<file path="config.mk">
export PLATFORM = sky130hd
export DESIGN_NAME = adc_scan_seq
export DESIGN_NICKNAME = d
export VERILOG_FILES = /design/src/rtl/adc_scan_pkg.sv /design/src/rtl/adc_cfg_table.sv /design/src/rtl/adc_trig_sel.sv /design/src/rtl/adc_scan_step.sv /design/src/rtl/adc_scan_seq.sv
export SDC_FILE = /design/constraint.sdc
export NUM_CORES = 1
export LEC_CHECK = 0
export BUFFER_PORTS_ARGS = -buffer_cell sky130_fd_sc_hd__buf_2
export CAP_MARGIN = 20
export CORE_MARGIN = 4
export CORE_UTILIZATION = 35
export DETAILED_ROUTE_END_ITERATION = 8
export GPL_TIMING_DRIVEN = 0
export PLACE_DENSITY = 0.62
export SYNTH_ARGS = -nofsm -noshare
export SYNTH_HDL_FRONTEND = slang
export SYNTH_SLANG_ARGS = --single-unit
</file>
<file path="constraint.sdc">
create_clock -name clk -period 9.93 [get_ports clk]
set_input_delay 0.4965 -clock clk [delete_from_list [all_inputs] [get_ports clk]]
set_output_delay 0.4965 -clock clk [all_outputs]
set_load 0.005 [all_outputs]
</file>
<file path="src/rtl/adc_scan_pkg.sv">
package adc_scan_pkg;

    typedef struct packed {
        logic       diff;
        logic       uni;
        logic [2:0] gain;
    } fe_cfg_t;

    typedef enum logic [1:0] {
        SEL_STROBE = 2'd0,
        SEL_CFG    = 2'd1,
        SEL_SPAN   = 2'd2,
        SEL_CTRL   = 2'd3
    } wr_sel_e;

    localparam int CFG_DIFF_BIT = 5;
    localparam int CFG_UNI_BIT  = 4;
    localparam int SPAN_HI_LSB  = 8;
    localparam int CTRL_CLK_BIT = 6;
    localparam int NUM_SRC      = 3;

    function automatic fe_cfg_t decode_cfg(input logic [15:0] w);
        fe_cfg_t c;
        c.diff = w[CFG_DIFF_BIT];
        c.uni  = w[CFG_UNI_BIT];
        c.gain = w[2:0];
        return c;
    endfunction

endpackage

</file>
<file path="src/rtl/adc_cfg_table.sv">
module adc_cfg_table
    import adc_scan_pkg::*;
#(
    parameter int NCH = 16,
    parameter int CW  = 4
) (
    input  logic           clk,
    input  logic           rst_n,
    input  logic           wr_en,
    input  logic [CW-1:0]  wr_chan,
    input  fe_cfg_t        wr_cfg,
    input  logic [CW-1:0]  rd_chan,
    output fe_cfg_t        rd_cfg
);

    fe_cfg_t [NCH-1:0] mem_d, mem_q;
    fe_cfg_t           wr_clean;

    always_comb begin
        mem_d    = mem_q;
        wr_clean = wr_cfg;
        if (wr_chan[0]) begin
            wr_clean.diff = 1'b0;
        end
        if (wr_en) begin
            mem_d[wr_chan] = wr_clean;
        end
        rd_cfg = mem_d[rd_chan];
    end

    always_ff @(posedge clk) begin
        if (!rst_n) begin
            mem_q <= '0;
        end else begin
            mem_q <= mem_d;
        end
    end

    // Odd entries never hold the differential flag
    for (genvar gi = 1; gi < NCH; gi += 2) begin : g_odd_chk
        assert_odd_no_diff_R3: assert property (@(posedge clk) disable iff (!rst_n)
            !mem_q[gi].diff);
    end

endmodule

</file>
<file path="src/rtl/adc_trig_sel.sv">
module adc_trig_sel
    import adc_scan_pkg::*;
(
    input  logic               clk,
    input  logic               rst_n,
    input  logic               sw_strobe,
    input  logic               pacer_tick,
    input  logic               ext_trig,
    input  logic [NUM_SRC-1:0] src_en,
    output logic               fire
);

    typedef struct packed {
        logic ext_prev;
    } trig_st_t;

    trig_st_t st_d, st_q;
    logic [NUM_SRC-1:0] raw;

    always_comb begin
        st_d          = st_q;
        st_d.ext_prev = ext_trig;
        raw[0] = sw_strobe;
        raw[1] = pacer_tick;
        raw[2] = ext_trig & ~st_q.ext_prev;
        fire   = |(raw & src_en);
    end

    always_ff @(posedge clk) begin
        if (!rst_n) begin
            st_q <= '0;
        end else begin
            st_q <= st_d;
        end
    end

    assert_ext_edge_R4: assert property (@(posedge clk) disable iff (!rst_n)
        $rose(ext_trig) && src_en[2] |-> fire);

    assert_fire_src_R4: assert property (@(posedge clk) disable iff (!rst_n)
        fire |-> (src_en != '0));

endmodule

</file>
<file path="src/rtl/adc_scan_step.sv">
module adc_scan_step #(
    parameter int CW = 4
) (
    input  logic [CW-1:0] cur,
    input  logic [CW-1:0] first,
    input  logic [CW-1:0] last,
    input  logic          diff,
    output logic [CW-1:0] nxt
);

    localparam logic [CW:0] STEP_ONE = (CW+1)'(1);
    localparam logic [CW:0] STEP_TWO = (CW+1)'(2);

    logic [CW:0] inc;

    always_comb begin
        inc = {1'b0, cur} + (diff ? STEP_TWO : STEP_ONE);
        nxt = (inc > {1'b0, last}) ? first : inc[CW-1:0];
    end

endmodule

</file>
<file path="src/rtl/adc_scan_seq.sv">
module adc_scan_seq
    import adc_scan_pkg::*;
#(
    parameter int NCH    = 16,
    parameter int DATA_W = 12
) (
    input  logic                          clk,
    input  logic                          rst_n,
    input  logic                          wr_en,
    input  logic [1:0]                    wr_sel,
    input  logic [15:0]                   wr_data,
    input  logic                          pacer_tick,
    input  logic                          ext_trig,
    output logic                          adc_start,
    input  logic                          adc_done,
    input  logic [DATA_W-1:0]             adc_data,
    output logic                          fifo_push,
    output logic [$clog2(NCH)+DATA_W-1:0] fifo_data,
    output logic [$clog2(NCH)-1:0]        mux_chan,
    output logic [2:0]                    fe_gain,
    output logic                          fe_unipolar,
    output logic                          fe_diff,
    output logic                          clk_sel,
    output logic                          overrun
);

    localparam int CW       = $clog2(NCH);
    localparam int SAMPLE_W = CW + DATA_W;

    typedef struct packed {
        logic [CW-1:0]       first;
        logic [CW-1:0]       last;
        logic [CW-1:0]       cur;
        logic [CW-1:0]       conv_chan;
        logic [CW-1:0]       fe_chan;
        logic [NUM_SRC-1:0]  src_en;
        logic                clk_sel;
        logic                busy;
        logic                rescan;
        logic                start;
        logic                push;
        logic                overrun;
        logic [SAMPLE_W-1:0] sample;
        fe_cfg_t             fe;
    } seq_st_t;

    seq_st_t st_d, st_q;

    logic    strobe_wr, cfg_wr, span_wr, ctrl_wr;
    logic    fire, launch;
    fe_cfg_t rd_cfg;
    logic [CW-1:0] step_nxt;
    logic    unused_bits;

    assign unused_bits = ^{wr_data[15:12], wr_data[7], wr_data[3]};

    always_comb begin
        strobe_wr = wr_en && (wr_sel == SEL_STROBE);
        cfg_wr    = wr_en && (wr_sel == SEL_CFG);
        span_wr   = wr_en && (wr_sel == SEL_SPAN);
        ctrl_wr   = wr_en && (wr_sel == SEL_CTRL);
    end

    adc_trig_sel u_trig (
        .clk        (clk),
        .rst_n      (rst_n),
        .sw_strobe  (strobe_wr),
        .pacer_tick (pacer_tick),
        .ext_trig   (ext_trig),
        .src_en     (st_q.src_en),
        .fire       (fire)
    );

    adc_cfg_table #(.NCH(NCH), .CW(CW)) u_table (
        .clk     (clk),
        .rst_n   (rst_n),
        .wr_en   (cfg_wr),
        .wr_chan (st_q.first),
        .wr_cfg  (decode_cfg(wr_data)),
        .rd_chan (st_d.cur),
        .rd_cfg  (rd_cfg)
    );

    adc_scan_step #(.CW(CW)) u_step (
        .cur   (st_q.conv_chan),
        .first (st_q.first),
        .last  (st_q.last),
        .diff  (st_q.fe.diff),
        .nxt   (step_nxt)
    );

    always_comb begin
        st_d       = st_q;
        st_d.start = 1'b0;
        st_d.push  = 1'b0;
        launch     = 1'b0;

        if (ctrl_wr) begin
            st_d.src_en  = wr_data[NUM_SRC-1:0];
            st_d.clk_sel = wr_data[CTRL_CLK_BIT];
            st_d.overrun = 1'b0;
        end

        if (st_q.busy) begin
            if (fire) begin
                st_d.overrun = 1'b1;
            end
            if (adc_done) begin
                st_d.busy   = 1'b0;
                st_d.push   = 1'b1;
                st_d.sample = {st_q.conv_chan, adc_data};
                st_d.cur    = st_q.rescan ? st_q.cur : step_nxt;
                st_d.rescan = 1'b0;
            end
        end else if (fire) begin
            st_d.busy  = 1'b1;
            st_d.start = 1'b1;
            launch     = 1'b1;
        end

        if (span_wr) begin
            st_d.first  = wr_data[CW-1:0];
            st_d.last   = wr_data[SPAN_HI_LSB +: CW];
            st_d.cur    = wr_data[CW-1:0];
            st_d.rescan = st_q.busy && !adc_done;
        end

        if (launch) begin
            st_d.conv_chan = st_d.cur;
        end

        if (!st_q.busy) begin
            st_d.fe      = rd_cfg;
            st_d.fe_chan = st_d.cur;
        end
    end

    always_ff @(posedge clk) begin
        if (!rst_n) begin
            st_q        <= '0;
            st_q.src_en <= NUM_SRC'(1);
        end else begin
            st_q <= st_d;
        end
    end

    always_comb begin
        adc_start   = st_q.start;
        fifo_push   = st_q.push;
        fifo_data   = st_q.sample;
        mux_chan    = st_q.fe_chan;
        fe_gain     = st_q.fe.gain;
        fe_unipolar = st_q.fe.uni;
        fe_diff     = st_q.fe.diff;
        clk_sel     = st_q.clk_sel;
        overrun     = st_q.overrun;
    end

    assert_start_pulse_R5: assert property (@(posedge clk) disable iff (!rst_n)
        adc_start |=> !adc_start);

    assert_fe_stable_R5: assert property (@(posedge clk) disable iff (!rst_n)
        st_q.busy && $past(st_q.busy) |->
            $stable({mux_chan, fe_gain, fe_unipolar, fe_diff}));

    assert_no_start_busy_R8: assert property (@(posedge clk) disable iff (!rst_n)
        st_q.busy |=> !adc_start);

    assert_overrun_set_R8: assert property (@(posedge clk) disable iff (!rst_n)
        st_q.busy && fire |=> overrun);

    assert_done_push_R6: assert property (@(posedge clk) disable iff (!rst_n)
        st_q.busy && adc_done |=> fifo_push);

    assert_sample_data_R6: assert property (@(posedge clk) disable iff (!rst_n)
        fifo_push |-> fifo_data[DATA_W-1:0] == $past(adc_data));

    assert_sample_tag_R6: assert property (@(posedge clk) disable iff (!rst_n)
        fifo_push |-> fifo_data[SAMPLE_W-1 -: CW] == $past(mux_chan));

endmodule

</file>
Yosys cells after proc, flatten, opt, wreduce, memory -nomap -nowiden --
Cells that the tools add are included.
Word-level totals: register bits 131, bits of input ports 36, output and inout bits 29
Cells by class: add/sub/neg operators 1, $lt $le $gt $ge 4, eq/ne operators 3, muxes and demuxes 24, bitwise logic cells 3, reductions and logical operators 14
Operator list (number):
- 80-bit bitwise mux | 1
- 80-bit two-way mux | 1
- 5-bit binary-select mux with 4-bit select | 1
- 5-bit demux with 4-bit select | 1
- 4-bit two-way mux | 5
- 17-bit two-way mux | 1
- 16-bit two-way mux | 1
- 4-bit by 5-bit < comparator with 1-bit output, second input constant | 2
- 5-bit two-way mux | 2
- 1-bit two-way mux | 9
- 1-bit logical AND | 6
- 2-bit AND reduction | 3
- 4-bit by 5-bit adder with 5-bit output | 1
- 5-bit by 4-bit greater-than comparator with 1-bit output | 1
- 2-bit equality test, second input constant | 2
- 4-bit by 1-bit >= comparator with 1-bit output, second input constant | 1
- 2-bit two-way mux | 2
- 2-bit nonzero test | 2
- 3-bit AND | 1
- 3-bit OR reduction | 1
- 2-bit by 1-bit equality test with 1-bit output, second input constant | 1
- 2-bit logical NOT | 1
- 1-bit AND | 1
- 1-bit logical NOT | 1
- 1-bit inverter | 1

Logic depth before layout (Yosys ltp) --
depth after elaboration 10, gate-level depth with buffers 17, mapped depth without buffers 15

Hierarchy --
From an unflattened synthesis, not the netlist that was laid out.
Unflattened totals: cells, all modules 769, area, all modules 6794.0 um^2
By module, submodules not included:
- adc_cfg_table | times used 1, cells an instance 506, area an instance 4322.9 um^2, sequential area each 1601.5 um^2
- adc_scan_seq | times used 1, cells an instance 232, area an instance 2183.3 um^2, sequential area each 1001.0 um^2
- adc_scan_step | times used 1, cells an instance 26, area an instance 245.2 um^2, sequential area each 0.0 um^2
- adc_trig_sel | times used 1, cells an instance 5, area an instance 42.5 um^2, sequential area each 20.0 um^2

Worst setup path after synthesis --
OpenSTA, ideal clock, no wires.
kind flip-flop to flip-flop, start register st_q, in the netlist fe_diff, end register st_q, in the netlist fe_gain[0], library setup time 0.122 ns, arrival time 3.646 ns, required time 9.808 ns, path slack 6.163 ns, cell stages (with the launch flop) 16, period minus slack after synthesis 3.767 ns, cell sequence dfxtp_1 > inv_1 > ha_1 > fa_1 > xor2_1 > ha_1 > a21o_1 > a211o_4 > mux2_4 > o31a_1 > buf_6 > buf_6 > a221o_1 > nand3_1 > o211ai_1 > o311a_1
Between the ends: cells in the longest elaborated chain, start to end 10
Ends and longest elaborated chain:
- start, declared | line adc_scan_seq.sv:47 | seq_st_t st_d, st_q;
- start signal, assigned | line adc_scan_seq.sv:143 | st_q <= st_d;
- 2-bit two-way mux (*) | line adc_scan_step.sv:17 | inc = {1'b0, cur} + (diff ? STEP_TWO : STEP_ONE);
- 4-bit by 5-bit adder with 5-bit output (*) | line adc_scan_step.sv:17
- 5-bit by 4-bit greater-than comparator with 1-bit output | line adc_scan_step.sv:18 | nxt = (inc > {1'b0, last}) ? first : inc[CW-1:0];
- 4-bit two-way mux (*) | line adc_scan_step.sv:18
- 4-bit two-way mux (*) | line adc_scan_seq.sv:112 | st_d.cur = st_q.rescan ? st_q.cur : step_nxt;
- 4-bit two-way mux (*) | line adc_scan_seq.sv:108 | if (adc_done) begin
- 4-bit two-way mux (*) | line adc_scan_seq.sv:104 | if (st_q.busy) begin
- 4-bit two-way mux (*) | line adc_scan_seq.sv:121 | if (span_wr) begin
- 5-bit binary-select mux with 4-bit select (*) | line adc_cfg_table.sv:28 | rd_cfg = mem_d[rd_chan];
- 5-bit two-way mux (implied by the code) (*) | line adc_cfg_table.sv:28
Mark *: on every way between the ends. The rest lies on a longest branch, timed or not. The select of a mux whose other input is x is not followed. A chain may end at the register's enable or synchronous reset.

Final worst setup path --
start register st_q, in the netlist fe_diff, end register st_q, in the netlist fe_gain[1]
The elaborated chain is that of the path after synthesis.

==> flow_summary.ini <==
[run_status]
status = finished, final reports clean

[yosys]
synth_edf_count = 0
synth.most_common_cell = nand2_1
avgSynthCellArea_um2 = 7.72
synthTopCellsByCount = nand2_1 (191), dfxtp_1 (131), a21oi_1 (106)
yosys.area.top_type = dfxtp_1
synth_nets = 894
ys.flop_type = dfxtp_1
yosys_warnings = 0
synthCells = 851
ys_seq_area_share_pct = 39.9
ys_ff_latch = 131
synth_top_area_share_pct = 39.9
async_flop_share_pct = 0
synthTopCellsByArea = dfxtp_1 (40%), nand2_1 (11%), a21oi_1 (8.1%), mux2i_1 (4.6%), nor2_1 (4.4%)
synth_cell_type_count = 72
synth_area_um2 = 6570

[global_routing]
antenna_found_initial = 0
grt_first_pass_wirelength_um = 35300
grt_overflow = 0
grt_pass1_vias = 6416
grtUsageTotal_pct = 21.1
grt_max_degree = 17

[clocking]
clkTransAtPathRegs_ns = 0.06
insertion_delay_ns = 0.43
htreeDepth = 4
cts_root_buf = clkbuf_16
postCtsSetupBuffers = 0
cts_tree = done
cts_buffers = 17
cts_max_path_buffers = 2
cts_resized = 0
clkSinkCount = 131
ctsHoldBuffers = 0

[power]
p_per_area_nw_per_um2 = 185
p_leak_nw = 3.03
vdd_drop_max_v = 0.000140
power_mw = 1.44

[place]
dp_hpwl_um = 15800
port_buffers = 56
dpl_cell_area_um2 = 7140
gp_congestion = 1.01
place_ws_ns = 5.19
dp.cells = 1136

[die]
io-pin-count = 65
die_y_um = 145
die_w_um = 145
initial_core_util_pct = 36.1
fp.dieArea_um2 = 21000
rows = 49
core_um2 = 18200

[drt]
drc = 0
vias = 6632
drt_iter0_drc = 682
routedWlPerCell_um = 19.3
first_pass_iters = 5
ant_nets = 0
drt-total-wl_um = 22600
viasPerCell = 5.66

[sta]
setup-tns-final_ns = 0
post-route-min-period_ns = 4.69
rsz0062_at_grt = false
holdWs_ns = 0.299
finalClockSkew_ns = 0.00543
worst_slew_pin_slew_ns = 0.783
slew_headroom_pct = 47.8
fin_crit_sh_pct = 47.2
hold_viol_final = 0
fmax_mhz = 213
slew_viol_final = 0
setup_viol = 0
setup_slack_ns = 5.24

[final_layout]
nNetsFinal = 972
antenna_cells = 0
syn2layout_area_growth_pct = 18.3
drive_above_1_share_pct = 15.5
final_util_pct = 42.7
fin_cells = 1171
design_area_um2 = 7780
fillers = 1881

[worst_setup_path]
crit_fanout = 10
cp-start-kind = flop
arrival_ns = 4.98
endpoint_kind = flop
worst-setup-path-type = reg -> reg
worstPathRequired_ns = 10.22

[run]
max-cap-violations = 0

[hold_path]
hold_class = in -> reg
state kept, by name, indices dropped and copies added (netlist names):
name	count
overrun	1
fifo_push	1
st_q	21
fifo_data	16
fe_unipolar	1
mux_chan	4
u_trig.st_q	1
fe_gain	3
adc_start	1
u_table.mem_q	80
fe_diff	1
clk_sel	1
critical path, cell delays in order, from the launching register on:
cell and delay (ns):
dfxtp_1 0.49, inv_1 0.08, ha_1 0.23, fa_1 0.43
xor2_1 0.24, ha_1 0.31, a21o_1 0.20, a211o_4 0.36
mux2_4 0.33, o31ai_4 0.61, buf_2 0.39, nand2_1 0.08
o22ai_1 0.16, nor3_1 0.09, nor3_1 0.39, a21oi_1 0.14
layout make-up:
cell class	count	area [um^2]	area share [%]
multi-input combinational	633	3490	44.9
sequential	131	2620	33.7
clock buffer	20	467	6.00
buffer	78	422	5.42
timing repair buffer	59	298	3.83
tap	229	287	3.68
clock inverter	12	154	1.98
inverter	9	33.8	0.434
final timing paths:
check                      endpoint  cells after the start  slack, ns         startpoint
setup / recovery         fe_gain[1]                     15       5.24            fe_diff
hold / removal          u_trig.st_q                      2       0.30           ext_trig
setup reg to reg         fe_gain[1]                     15       5.24            fe_diff
hold reg to reg   u_table.mem_q[79]                      2       0.45  u_table.mem_q[79]
layout by cell type (no fill, tap or decap), types with 4 or more instances in the layout:
cell and count:
o22ai_1 4, o31ai_1 4, nand4_1 6, nand2b_1 5, o211ai_1 9, buf_4 25, a21oi_1 106, nand2_1 191
nor2_1 77, nor4_1 4, a211oi_1 10, and2_1 7, nor3_1 29, o21ai_0 13, inv_1 6, a31oi_1 8
nand3_1 39, a211o_1 4, and3_1 11, dfxtp_1 131, o2111ai_1 4, ha_1 6, clkbuf_16 17, clkbuf_1 38
buf_2 67, mux2i_1 30
cells by family (layout without fill, tap and decap cells):
kind of cell	count (synthesis)	in the layout	synth area share (%)
mux	31	31	4.80
buf+inv	87	178	6.93
simple gates	391	391	26.6
flops	131	131	39.9
fa+ha+maj	7	7	1.45
compound gates	201	201	20.0
xor+xnor	3	3	0.400
where the power goes:
part           total, mW  internal (mW)  switching (mW)
clock network      0.660          0.415           0.246
registers          0.547          0.538         0.00866
logic              0.230         0.0826           0.147
total               1.44           1.04           0.402
metal layers:
layer	global-route usage, %	up-vias	share of wire, %
li1	-	3117	-
met1	27.1	3168	42
met2	33.8	285	46
met3	5.08	62	8.2
met4	9.64	0	3.4
met5	0	-	0
Power figures use the tool's default switching activity.
